### src/rtl/trap_cmp_pkg.sv
package trap_cmp_pkg;

  localparam int unsigned COND_W = 5;

  // Mask bit positions; the relation vector uses the same order
  localparam int unsigned BIT_SLT = 4;
  localparam int unsigned BIT_SGT = 3;
  localparam int unsigned BIT_EQ  = 2;
  localparam int unsigned BIT_ULT = 1;
  localparam int unsigned BIT_UGT = 0;

  // Packed so that field order matches the mask bit positions above
  typedef struct packed {
    logic slt;
    logic sgt;
    logic eq;
    logic ult;
    logic ugt;
  } trap_rel_t;

  function automatic logic [COND_W-1:0] rel_as_vec(input trap_rel_t r);
    return r;
  endfunction

endpackage

### src/rtl/trap_operand_fold.sv
module trap_operand_fold #(
  parameter int unsigned DATA_W   = 64,
  parameter int unsigned NARROW_W = 32
) (
  input  logic [DATA_W-1:0] raw,
  input  logic              wide,
  output logic [DATA_W-1:0] as_signed,
  output logic [DATA_W-1:0] as_unsigned
);
  localparam int unsigned EXT_W = DATA_W - NARROW_W;

  generate
    if (EXT_W > 0) begin : g_fold
      function automatic logic [DATA_W-1:0] sext_low(input logic [DATA_W-1:0] v);
        return {{EXT_W{v[NARROW_W-1]}}, v[NARROW_W-1:0]};
      endfunction
      function automatic logic [DATA_W-1:0] zext_low(input logic [DATA_W-1:0] v);
        return {{EXT_W{1'b0}}, v[NARROW_W-1:0]};
      endfunction
      assign as_signed   = wide ? raw : sext_low(raw);
      assign as_unsigned = wide ? raw : zext_low(raw);
    end else begin : g_pass
      assign as_signed   = raw;
      assign as_unsigned = raw;
    end
  endgenerate
endmodule

### src/rtl/trap_rel_core.sv
module trap_rel_core
  import trap_cmp_pkg::*;
#(
  parameter int unsigned DATA_W   = 64,
  parameter int unsigned NARROW_W = 32
) (
  input  logic [DATA_W-1:0] op_a,
  input  logic [DATA_W-1:0] op_b,
  input  logic              wide,
  output trap_rel_t         rel
);
  localparam int unsigned N_OPS = 2;

  logic [N_OPS-1:0][DATA_W-1:0] raw_ops;
  logic [N_OPS-1:0][DATA_W-1:0] sgn_ops;
  logic [N_OPS-1:0][DATA_W-1:0] uns_ops;

  assign raw_ops[0] = op_a;
  assign raw_ops[1] = op_b;

  generate
    for (genvar g = 0; g < N_OPS; g++) begin : g_op
      trap_operand_fold #(.DATA_W(DATA_W), .NARROW_W(NARROW_W)) u_fold (
        .raw        (raw_ops[g]),
        .wide       (wide),
        .as_signed  (sgn_ops[g]),
        .as_unsigned(uns_ops[g])
      );
    end
  endgenerate

  function automatic logic signed_less(input logic [DATA_W-1:0] x, input logic [DATA_W-1:0] y);
    return $signed(x) < $signed(y);
  endfunction

  function automatic logic unsigned_less(input logic [DATA_W-1:0] x, input logic [DATA_W-1:0] y);
    return x < y;
  endfunction

  always_comb begin
    rel.slt = signed_less(sgn_ops[0], sgn_ops[1]);
    rel.sgt = signed_less(sgn_ops[1], sgn_ops[0]);
    rel.eq  = (uns_ops[0] == uns_ops[1]);
    rel.ult = unsigned_less(uns_ops[0], uns_ops[1]);
    rel.ugt = unsigned_less(uns_ops[1], uns_ops[0]);
  end
endmodule

### src/rtl/trap_mask_reduce.sv
module trap_mask_reduce
  import trap_cmp_pkg::*;
(
  input  logic [COND_W-1:0] cond_mask,
  input  trap_rel_t         rel,
  output logic [COND_W-1:0] hit_vec,
  output logic              trap_any
);
  assign hit_vec  = cond_mask & rel_as_vec(rel);
  assign trap_any = |hit_vec;
endmodule

### src/rtl/trap_cond_unit.sv
module trap_cond_unit
  import trap_cmp_pkg::*;
#(
  parameter int unsigned DATA_W      = 64,
  parameter int unsigned NARROW_W    = 32,
  parameter int unsigned CODE_W      = 4,
  parameter logic [CODE_W-1:0] TRAP_REASON = 4'h2
) (
  input  logic              clk,
  input  logic              rst_n,
  input  logic              in_valid,
  input  logic [DATA_W-1:0] op_a,
  input  logic [DATA_W-1:0] op_b,
  input  logic [4:0]        cond_mask,
  input  logic              wide_sel,
  output logic              out_valid,
  output logic              trap_hit,
  output logic [CODE_W-1:0] trap_code
);
  // Named internal events, visible to the assertions below
  trap_rel_t         rel;
  logic [COND_W-1:0] hit_vec;
  logic              trap_any;
  logic              trap_take;

  trap_rel_core #(.DATA_W(DATA_W), .NARROW_W(NARROW_W)) u_core (
    .op_a (op_a),
    .op_b (op_b),
    .wide (wide_sel),
    .rel  (rel)
  );

  trap_mask_reduce u_reduce (
    .cond_mask(cond_mask),
    .rel      (rel),
    .hit_vec  (hit_vec),
    .trap_any (trap_any)
  );

  assign trap_take = in_valid & trap_any;

  always_ff @(posedge clk) begin
    if (!rst_n) begin
      out_valid <= 1'b0;
      trap_hit  <= 1'b0;
      trap_code <= '0;
    end else begin
      out_valid <= in_valid;
      trap_hit  <= trap_take;
      trap_code <= trap_take ? TRAP_REASON : '0;
    end
  end


  valid_follow_chk: assert property (@(posedge clk) disable iff (!rst_n)
    in_valid |=> out_valid);

  valid_drop_chk: assert property (@(posedge clk) disable iff (!rst_n)
    !in_valid |=> !out_valid);

  signed_order_chk: assert property (@(posedge clk) disable iff (!rst_n)
    in_valid |-> $onehot0({rel.slt, rel.sgt}));

  unsigned_order_chk: assert property (@(posedge clk) disable iff (!rst_n)
    in_valid |-> $onehot0({rel.ult, rel.ugt}));

  eq_excl_chk: assert property (@(posedge clk) disable iff (!rst_n)
    (in_valid && rel.eq) |-> !(rel.slt || rel.sgt || rel.ult || rel.ugt));

  zero_mask_chk: assert property (@(posedge clk) disable iff (!rst_n)
    (in_valid && cond_mask == 5'h00) |=> (out_valid && !trap_hit));

  full_mask_chk: assert property (@(posedge clk) disable iff (!rst_n)
    (in_valid && cond_mask == 5'h1F) |=> trap_hit);

  narrow_eq_chk: assert property (@(posedge clk) disable iff (!rst_n)
    (in_valid && !wide_sel && op_a[NARROW_W-1:0] == op_b[NARROW_W-1:0]) |-> rel.eq);

  idle_quiet_chk: assert property (@(posedge clk) disable iff (!rst_n)
    !out_valid |-> (!trap_hit && trap_code == '0));

  code_value_chk: assert property (@(posedge clk) disable iff (!rst_n)
    trap_hit |-> trap_code == TRAP_REASON);
endmodule

### config.mk
export PLATFORM = sky130hd
export DESIGN_NAME = trap_cond_unit
export DESIGN_NICKNAME = d
export VERILOG_FILES = /design/src/rtl/trap_cmp_pkg.sv /design/src/rtl/trap_operand_fold.sv /design/src/rtl/trap_rel_core.sv /design/src/rtl/trap_mask_reduce.sv /design/src/rtl/trap_cond_unit.sv
export SDC_FILE = /design/constraint.sdc
export NUM_CORES = 1
export LEC_CHECK = 0
export CAP_MARGIN = 30
export CORE_MARGIN = 2
export CORE_UTILIZATION = 44
export CTS_CLUSTER_SIZE = 28
export DETAILED_ROUTE_END_ITERATION = 12
export GPL_ROUTABILITY_DRIVEN = 1
export GPL_TIMING_DRIVEN = 0
export PLACE_DENSITY = 0.95
export SYNTH_ARGS = -nofsm -noshare
export SYNTH_HDL_FRONTEND = slang
export SYNTH_SLANG_ARGS = --single-unit
### constraint.sdc
create_clock -name clk -period 4.7 [get_ports clk]
set_clock_uncertainty 0.15 [all_clocks]
set_input_delay 0.47 -clock clk [delete_from_list [all_inputs] [get_ports clk]]
set_output_delay 0.47 -clock clk [all_outputs]
set_load 0.02 [all_outputs]
# After elaboration in Yosys (flattened, before gate mapping)
# Cells that the tools add are included.
[classes]
n_lt_le_gt_ge = 4
n_eq_ne = 1
n_reduce_logical = 1
bitwise_logic = 2
mux = 5
[op_table]
columns = ["op", "n"]
rows = [
  ["64-bit less-than comparator", 4],
  ["64-bit two-way mux", 4],
  ["64-bit == test", 1],
  ["5-bit AND", 1],
  ["5-bit OR reduction", 1],
  ["2-bit two-way mux", 1],
  ["1-bit AND", 1],
]
[word_totals]
inputBits = 137
ff_bits = 6
output_inout_bits = 6

# Longest topological paths before layout
# Gate-level depths: netlist (run 1).
[depth]
ltp_word = 6
mapped_depth = 13
ltp_nobuf = 12

# By module
# From an unflattened synthesis (run 1), not the netlist that was laid out.
[unflattened]
hier_cells = 764
hier_area_um2 = 5906.9
[by_module_without_submodules]
columns = ["mod", "n_inst", "seq_area_each_um2", "area_each_um2", "cells_per_inst"]
rows = [
  ["trap_rel_core", 1, 0.0, 3285.7, 472],
  ["trap_operand_fold", 2, 0.0, 1242.4, 138],
  ["trap_cond_unit", 1, 40.0, 86.3, 9],
  ["trap_mask_reduce", 1, 0.0, 50.0, 7],
]

# Least setup slack after synthesis (run 1)
# No wires, ideal clock.
[synth_path]
kind = "in2reg"
start = "input port wide_sel"
end = "register trap_code[1]"
setup_ns = 0.127
cell_stages = 12
setup_slack_ns = 1.208
n_path_buf = 2
required_time_ns = 4.423
t_arrival_ns = 3.215
cell_sequence = "clkbuf_1 buf_1 a21oi_1 ha_1 a21oi_2 o21ai_1 a221o_1 a211o_1 a2111oi_2 a21boi_1 o211a_1 or3_1"
[synth_between]
elab_chain_len = 6
word_cells_on_any_way = 13
[synth_lines]
columns = ["element", "line", "source"]
rows = [
  ["from (decl)", "trap_cond_unit.sv:15", "input logic wide_sel,"],
  ["64-bit two-way mux, on equally long branches", "trap_operand_fold.sv:21, trap_operand_fold.sv:20", ""],
  ["64-bit less-than comparator, or another cell as far along", "trap_rel_core.sv:37", "return x < y;"],
  ["5-bit AND (*)", "trap_mask_reduce.sv:9", "assign hit_vec = cond_mask & rel_as_vec(rel);"],
  ["5-bit OR reduction (*)", "trap_mask_reduce.sv:10", "assign trap_any = |hit_vec;"],
  ["1-bit AND (*)", "trap_cond_unit.sv:40", "assign trap_take = in_valid & trap_any;"],
  ["2-bit two-way mux (*)", "trap_cond_unit.sv:50", "trap_code <= trap_take ? TRAP_REASON : '0;"],
  ["to (signal assigned)", "trap_cond_unit.sv:50", ""],
  ["to (decl)", "trap_cond_unit.sv:18", "output logic [CODE_W-1:0] trap_code"],
]
# Every way passes the cells marked *; elsewhere a longest branch is shown, timed or not.
# A chain may end at the register's enable or synchronous reset.

# Worst setup path after layout (run 1)
# Ends and elaborated chain as after synthesis.

==> reports/results.ini, run 1 <==
[status]
outcome = finished clean

[placement]
hpwlAfterDp_mm = 8.89
portBuffers = 139
dp.cells = 688
place.gp.congestion = 0.918

[global_routing]
grt_antenna_before_repair = 0
grt_start_max_net_pins = 11
grt_pass1_wl_mm = 16.0
track_usage_pct = 24.9
first_global_vias = 3916
grt_overflow_total = 0

[cells_and_area]
multi_input_area_mm2 = 0.00291
fillers = 595
nets = 830
fin_cells = 692
syn_to_final_growth_pct = 49.7
drive_above_1_share_pct = 3.36
seqCellArea_um2 = 40.0

[logic_synthesis]
async_flop_share_pct = 0
synth_top_area_share_pct = 38.0
synth_common_cells = 96 x ha_1, 67 x a21oi_1, 62 x nand2_1
yosys-top-cells-area = ha_1 38%, a21oi_1 11%, nand2_1 7.4%, and2_1 6.5%, nand2b_1 6.3%
yosysTopAreaCell = ha_1
synth_area_mm2 = 0.00316
synthCells = 451
yosysMostFrequentCell = ha_1
avgSynthCellArea_um2 = 7.00
synth_edf_count = 0
ys_types = 45
ys.flop_type = dfxtp_1
ys_seq_elements = 2
ys_seq_area_share_pct = 1.27
yosysWarnings = 0

[setup_path]
max_stage_delay_ns = 0.63
path_common_cell = nand2_1
cp.buffers_inverters = 3
critPathLaunchType = input port
crit_path_top_delay_cell = clkdlybuf4s50_1
critical_path.top_delay_family = simple AND/OR/NAND/NOR gates
required_ns = 4.63
cp.arrival_ns = 4.26
path_max_fanout = 10
worstPathCellList = clkdlybuf4s50_1, clkbuf_2, clkbuf_1, nand2_1, ha_1, nand4_1, nor4_1, nand2_1, nor3_1, a211oi_2, and3_1, o31a_1, or3_1
crit_type = input port to flip-flop
critPathCaptureType = flip-flop

[drt]
post-route-drc-count = 0
final_antenna_net_count = 0
vias = 3881
wl_per_cell_um = 14.6
drt_iter0_markers = 121
totalWireLength_mm = 10.1
detail_route.first_pass.iterations = 4
via_per_inst = 5.61

[timing]
worst_slew_pin_slew_ns = 0.567
fin_crit_ns = 4.32
max_freq_mhz = 231
rsz0062_at_grt = false
setup_violations = 0
slew_headroom_pct = 61.8
slew_viol_final = 0
period_share_pct = 92.0
hold_viol_final = 0

[worst_hold_path]
min-delay-start = in_valid
hold_class = input port to flip-flop
hold_path_depth = 2
holdPathEnd = out_valid$_SDFF_PN0_

[floorplanning]
io_pins = 143
die_area_mm2 = 0.00787
die_x_um = 88.7
rows = 30
die_h_um = 88.7
initial_core_util_pct = 46.0
core_area_mm2 = 0.00687

[cts]
cts_sinks = 2
post_cts_buffers = 0
cts_buffers = 3
cts_max_level = 1
cts-root-buf = clkbuf_8
hold_buffers = 0
cts_resized = 0
path_clk_slew_ns = 0.03
cts_tree = yes
cts_buffer_depth = 2

[pwr]
p_seq_share_pct = 3.8
power_mw = 0.526
switching_share_pct = 41.3
combPwrFrac_pct = 83.1
vdd_drop_max_mv = 0.0732
leakage_nw = 2.27
clock_power_share_pct = 13.1
p_int_mw = 0.309
power.density_mw_per_mm2 = 111
p_switching_mw = 0.217

[job]
cap_viol_max_count = 0

## metrics by stage
stage / worst slack, ns / util (%) / setup TNS [ns] / hold slack [ns] / cell area [um^2]
6_report: 0.377 / 68.8 / 0 / 0.766 / 4730
4_1_cts: 0.116 / 68.7 / 0 / 0.762 / 4720
5_1_grt: 0.102 / 68.8 / 0 / 0.778 / 4720
3_5_place_dp: -0.0686 / 68.1 / -0.0686 / 0.985 / 4680
2_1_floorplan: 1.21 / - / 0 / 0.486 / 3160
3_3_place_gp: 0.0967 / 68.1 / 0 / 0.980 / 4680
## state kept, by name, summed over array words and instances (netlist names)
signal     cells
out_valid      1
trap_code      1
## power groups by stage
stage	logic, mW	registers [mW]	clock network (mW)
after floorplan	0.239	0.0221	0
after global routing	0.488	0.0201	0.0739
final	0.438	0.0199	0.0690
after CTS	0.435	0.0200	0.0702
after global placement	0.410	0.0200	0
after detailed placement	0.431	0.0202	0
## cells in the final DEF, fill, tap and decap left out, drive strengths merged, types with 6 or more instances in the layout
master / instances
o21ai: 12
a21oi: 68
clkbuf: 15
inv: 36
nand4: 18
nand3: 12
nand2b: 32
clkdlybuf4s50: 139
ha: 96
buf: 8
nor2: 8
and2: 34
nand2: 62
a21o: 6
## metal layers
layer	track usage [%]	part of all wire (%)	vias up
met5	0	0	-
met4	9.37	1.8	0
met3	2.71	6.0	22
met2	47.8	52	154
met1	27.6	40	1798
li1	-	-	1907
## logic make-up after synthesis
kind of cell               count (synthesis)  share of synthesized area (%)
other                                      1                          0.119
buffers and inverters                     56                           7.13
adders and majority gates                 96                           38.0
DFF                                        2                           1.27
AOI/OAI and AO/OA                        108                           20.8
and+or+nand+nor                          188                           32.6
## how the worst max path moves through the flow
| stage | from | depth (start not counted) | endpoint |
|---|---|---|---|
| detailed placement | wide_sel | 13 | trap_code[1]$_SDFF_PN0_ |
| CTS | wide_sel | 13 | trap_code[1]$_SDFF_PN0_ |
| floorplan | wide_sel | 12 | trap_code[1]$_SDFF_PN0_ |
| global placement | wide_sel | 13 | trap_code[1]$_SDFF_PN0_ |
| global route | wide_sel | 13 | trap_code[1]$_SDFF_PN0_ |
| finish | wide_sel | 13 | trap_code[1]$_SDFF_PN0_ |
## layout make-up
class / count / area share [%]
multi-input combinational: 395 / 61.5
timing repair buffer: 139 / 29.4
inverter: 36 / 2.86
tap: 96 / 2.54
buffer: 20 / 1.93
clock buffer: 3 / 0.873
sequential: 2 / 0.847
antenna: 1 / 0.0529
No activity file was read; power rests on OpenSTA's default activity.
==> run 2, diff against run 1 <==
CORE_UTILIZATION = 47   (was 44)
clock period = 5.2 ns   (was 4.7 ns; I/O delays follow)
==> run 2 against run 1 <==
Against the previous run:
- first-iteration DRC count rose by 6.6%
- cell count fell by 2.9%
- total power fell by 9.9%
- sequential share of layout area barely moved
- setup slack improved by 0.24 ns
- cell area fell by 0.71%
- largest power group unchanged
- highest routed layer unchanged
==> reports/results.ini, run 2 (synthesized netlist as in run 1, its figures left out) <==
[cts]
hold_buffers = 0  ; unchanged
cts_buffers = 3  ; unchanged
cts_tree = yes
cts_resized = 0  ; unchanged
path_clk_slew_ns = 0.03  ; about the same
post_cts_buffers = 0  ; unchanged
cts_max_level = 1  ; unchanged
cts_buffer_depth = 2  ; unchanged
cts_sinks = 2  ; unchanged
cts-root-buf = clkbuf_8

[floorplanning]
die_area_mm2 = 0.00739  ; -6.1%
initial_core_util_pct = 49.2  ; +3.2 points
die_x_um = 86.0  ; -3.1%
rows = 29  ; -3.3%
io_pins = 143  ; unchanged
core_area_mm2 = 0.00642  ; -6.5%
die_h_um = 86.0  ; -3.1%

[timing]
hold_slack_ns = 0.809  ; +0.0430 ns
setup_violations = 0  ; unchanged
slew_headroom_pct = 57.6  ; -4.2 points
fin_crit_ns = 4.59
setup_ws_ns = 0.614  ; +0.237 ns
slew_viol_final = 0  ; unchanged
fin_setup_tns_ns = 0  ; unchanged
rsz0062_at_grt = false
period_share_pct = 88.2
worst_slew_pin_slew_ns = 0.630  ; +0.0624 ns
hold_viol_final = 0  ; unchanged
max_freq_mhz = 218

[pwr]
clock_power_share_pct = 13.1  ; about the same
power.density_mw_per_mm2 = 101  ; -9.3%
p_seq_share_pct = 3.8  ; about the same
switching_share_pct = 41.2  ; -0.072 points
p_switching_mw = 0.195  ; -10%
combPwrFrac_pct = 83.0  ; about the same
vdd_drop_max_mv = 0.0698  ; -4.8%
p_int_mw = 0.279  ; -9.8%
power_mw = 0.474  ; -9.9%
leakage_nw = 2.27  ; -0.14%

[placement]
portBuffers = 139  ; unchanged
dp.cells = 669  ; -2.8%
hpwlAfterDp_mm = 8.75  ; -1.5%
post_dp_cell_area_mm2 = 0.00465  ; -0.51%
pre_cts_slack_ns = 0.466  ; +0.534 ns
place.gp.congestion = 0.866  ; -5.6%

[global_routing]
grt_antenna_before_repair = 0  ; unchanged
track_usage_pct = 26.3  ; +1.4 points
first_global_vias = 3833  ; -2.1%
grt_overflow_total = 0  ; unchanged
grt_start_max_net_pins = 11  ; unchanged
grt_pass1_wl_mm = 16.3  ; +1.8%

[cells_and_area]
design_area_mm2 = 0.00469  ; -0.71%
final_cell_mix = 139 x clkdlybuf4s50_1, 96 x ha_1, 67 x a21oi_1, 62 x nand2_1, 36 x inv_1
nets = 830  ; unchanged
diodes = 0  ; -1
utilization_pct = 73.1  ; +4.3 points
syn_to_final_growth_pct = 48.7
fillers = 502  ; -16%
fin_cells = 672  ; -2.9%
layout_commonest_cell = clkdlybuf4s50_1
drive_above_1_share_pct = 3.03  ; -0.34 points
largest_registers = out_valid x1, trap_code x1

[drt]
drt_iter0_markers = 129  ; +6.6%
via_per_inst = 5.76  ; +2.7%
final_antenna_net_count = 0  ; unchanged
detail_route.first_pass.iterations = 5  ; +1
post-route-drc-count = 0  ; unchanged
wl_per_cell_um = 14.9  ; +1.9%
vias = 3870  ; -0.28%
totalWireLength_mm = 10.0  ; -1.0%

[setup_path]
cp.arrival_ns = 4.52  ; +0.26 ns
required_ns = 5.14  ; +0.51 ns
critPathLaunchType = input port
path_max_fanout = 10  ; unchanged
critPathCaptureType = flip-flop
crit_type = input port to flip-flop

[job]
cap_viol_max_count = 0  ; unchanged

[worst_hold_path]
hold_path_depth = 2  ; unchanged
holdPathEnd = out_valid$_SDFF_PN0_
min-delay-start = in_valid
hold_class = input port to flip-flop

[status]
outcome = finished clean

==> run 2: cell types whose count changed in the layout (fill, tap and decap cells not counted) <==
cell,delta
clkbuf_1,+1
nor4_1,+1
nor4_2,-1
clkbuf_2,-1
diode_2,-1
==> run 2: cell type report <==
cell class | instances | area, um^2 | area share, %
Sequential cell | 2 | 40.0 | 0.853
Timing Repair Buffer | 139 | 1390 | 29.6
Multi-Input combinational cell | 395 | 2900 | 61.8
Clock buffer | 3 | 41.3 | 0.880
Inverter | 36 | 135 | 2.88
Buffer | 20 | 90.1 | 1.92
Tap cell | 77 | 96.3 | 2.05
==> run 2: critical path: stages <==
cell and delay [ns]:
clkdlybuf4s50_1 0.60, clkbuf_1 0.37, buf_1 0.42, nand2_1 0.12, ha_1 0.33, nand4_1 0.20
nor4_1 0.62, nand2_1 0.22, nor3_1 0.28, a211oi_2 0.07, and3_1 0.19, o31a_1 0.22
or3_1 0.35
==> run 2: worst max-delay path by stage <==
stage | startpoint | cells after the start | to | slack [ns]
6_report | wide_sel | 13 | trap_code[1]$_SDFF_PN0_ | 0.61
5_1_grt | wide_sel | 13 | trap_code[1]$_SDFF_PN0_ | 0.38
4_1_cts | wide_sel | 13 | trap_code[1]$_SDFF_PN0_ | 0.67
3_5_place_dp | wide_sel | 13 | trap_code[1]$_SDFF_PN0_ | 0.47
3_3_place_gp | wide_sel | 13 | trap_code[1]$_SDFF_PN0_ | 0.63
2_1_floorplan | wide_sel | 12 | trap_code[1]$_SDFF_PN0_ | 1.66
==> run 2: per-layer routing <==
metal	track usage, %	up-vias	wire, um	part of all wire [%]
met1	29.7	1784	3940	39
met2	52.4	165	5420	54
met4	5.48	0	97	0.97
met3	2.50	14	550	5.5
li1	-	1907	-	-
met5	0	-	0	0
==> run 2: power groups by stage <==
stage / Combinational (mW) / Clock [mW] / Sequential, mW
finish: 0.394 / 0.0623 / 0.0182
CTS: 0.391 / 0.0634 / 0.0182
global route: 0.439 / 0.0655 / 0.0183
floorplan: 0.216 / 0 / 0.0200
global placement: 0.369 / 0 / 0.0181
detailed placement: 0.389 / 0 / 0.0184
==> run 3, diff against run 2 <==
CORE_MARGIN = unset   (was 2)
CORE_UTILIZATION = 55   (was 47)
DONT_BUFFER_PORTS = 1   (was unset)
PLACE_DENSITY = 0.81   (was 0.95)
==> run 3 against run 2 <==
Against the previous run:
- maximum frequency is 20% higher
- non-clock buffer count is 139 lower
- flip-flop and latch count stayed put
- total power is 25% lower
- cell area is 30% lower
- core utilization is 13 points lower
- combinational power is 31% lower
- global-route usage is 0.18 points lower
- die area is 18% lower
- critical path type unchanged
- largest cell class unchanged
- highest routed layer unchanged
==> reports/results.ini, run 3 (synthesized netlist as in run 1, its figures left out) <==
[status]
outcome = finished clean

[pwr]
vdd_drop_max_mv = 0.0599  ; -14%
leakage_nw = 1.72  ; -24%
power.density_mw_per_mm2 = 108  ; +6.5%

[global_routing]
grt_pass1_wl_mm = 13.1  ; -19%
track_usage_pct = 26.1  ; -0.18 points
first_global_vias = 3059  ; -20%
grt_antenna_before_repair = 0  ; unchanged
grt_overflow_total = 0  ; unchanged
grt_start_max_net_pins = 11  ; unchanged

[setup_path]
crit_type = input port to flip-flop
crit_path_end = trap_code[1]$_SDFF_PN0_
critPathCaptureType = flip-flop
critPathLaunchType = input port
required_ns = 5.14  ; about the same
path_max_fanout = 10  ; unchanged
cp.arrival_ns = 3.75  ; -0.77 ns
critPathLaunch = op_b[31]

[cells_and_area]
drive_above_1_share_pct = 3.95  ; +0.92 points
nets = 691  ; -17%
design_area_mm2 = 0.00330  ; -30%
layout_commonest_cell = ha_1
syn_to_final_growth_pct = 4.40
largest_registers = out_valid x1, trap_code x1
diodes = 0  ; unchanged
utilization_pct = 59.9  ; -13 points
fillers = 545  ; +8.6%
final_cell_mix = 96 x ha_1, 67 x a21oi_1, 62 x nand2_1, 36 x inv_1, 33 x and2_1

[cts]
cts_tree = yes
cts_buffers = 3  ; unchanged
cts_sinks = 2  ; unchanged
cts_buffer_depth = 2  ; unchanged
cts-root-buf = clkbuf_8
cts_max_level = 1  ; unchanged
path_clk_slew_ns = 0.03  ; about the same
cts_resized = 0  ; unchanged
post_cts_buffers = 0  ; unchanged
hold_buffers = 0  ; unchanged

[floorplanning]
core_area_mm2 = 0.00551  ; -14%
die_x_um = 77.8  ; -9.5%
io_pins = 143  ; unchanged
initial_core_util_pct = 57.3  ; +8.2 points
rows = 27  ; -6.9%
die_area_mm2 = 0.00605  ; -18%
die_h_um = 77.8  ; -9.5%

[drt]
drt_iter0_markers = 98  ; -24%
via_per_inst = 5.98  ; +3.9%
wl_per_cell_um = 15.2  ; +1.7%
final_antenna_net_count = 0  ; unchanged
vias = 3158  ; -18%
totalWireLength_mm = 8.01  ; -20%
post-route-drc-count = 0  ; unchanged
detail_route.first_pass.iterations = 4  ; -1

[timing]
fin_crit_ns = 3.81  ; -0.777 ns
hold_viol_final = 0  ; unchanged
fin_setup_tns_ns = 0  ; unchanged
rsz0062_at_grt = false
slew_viol_final = 0  ; unchanged
max_freq_mhz = 263  ; +20%
setup_violations = 0  ; unchanged
setup_ws_ns = 1.39  ; +0.777 ns
worst_slew_pin_slew_ns = 0.671  ; +0.0409 ns
slew_headroom_pct = 54.9  ; -2.8 points
period_share_pct = 73.3  ; -15 points

[placement]
hpwlAfterDp_mm = 7.05  ; -19%
pre_cts_slack_ns = 1.20  ; +0.730 ns
portBuffers = 0  ; -100%
post_dp_cell_area_mm2 = 0.00325  ; -30%
place.gp.congestion = 0.841  ; -3.0%

[worst_hold_path]
hold_class = input port to flip-flop

[job]
cap_viol_max_count = 0  ; unchanged

-- run 3: changes by cell type in the layout (fill, tap and decap cells not counted) --
cell,change
clkdlybuf4s50_1,-139
-- run 3: per-layer routing --
layer,vias up,track usage [%],part of all wire (%)
li1,1624,-,-
met1,1411,30.6,42
met2,109,46.6,48
met3,14,6.94,7.8
met4,0,6.42,1.6
met5,-,0,0
-- run 3: area by class of cell --
cell class	instances	area, um^2	area share (%)
clock buffer	3	41.3	1.25
sequential	2	40.0	1.21
buffer	20	90.1	2.73
tap	72	90.1	2.73
multi-input combinational	395	2900	88.0
inverter	36	135	4.10
-- run 3: where the power goes --
group          switching, mW  internal, mW
clock network         0.0140        0.0491
registers            0.00338        0.0171
logic                  0.151         0.120
total                  0.169         0.186
-- run 3: per-stage QoR --
stage	power, mW	std cells	hold WS, ns
4_1_cts	0.354	528	0.348
2_1_floorplan	0.236	453	0.536
3_5_place_dp	0.289	525	0.568
5_1_grt	0.400	528	0.367
3_3_place_gp	0.277	525	0.559
6_report	0.355	528	0.351
-- run 3: worst min-delay path by stage --
| stage | to | depth (start not counted) | start | slack, ns |
|---|---|---|---|---|
| after global placement | out_valid$_SDFF_PN0_ | 1 | in_valid | 0.56 |
| after detailed placement | out_valid$_SDFF_PN0_ | 1 | in_valid | 0.57 |
| after floorplan | out_valid$_SDFF_PN0_ | 1 | in_valid | 0.54 |
| after CTS | out_valid$_SDFF_PN0_ | 1 | in_valid | 0.35 |
| after global routing | out_valid$_SDFF_PN0_ | 1 | in_valid | 0.37 |
| final | out_valid$_SDFF_PN0_ | 1 | in_valid | 0.35 |
-- run 3: worst max-delay path, stage by stage --
cell,delay (ns)
inv_1,0.03
nor2_1,0.35
clkbuf_1,0.43
a21oi_1,0.09
ha_1,0.31
a21oi_1,0.16
o21ai_1,0.09
a221o_1,0.35
a211o_1,0.26
a2111oi_2,0.40
a21boi_1,0.14
o211a_1,0.24
or3_1,0.37
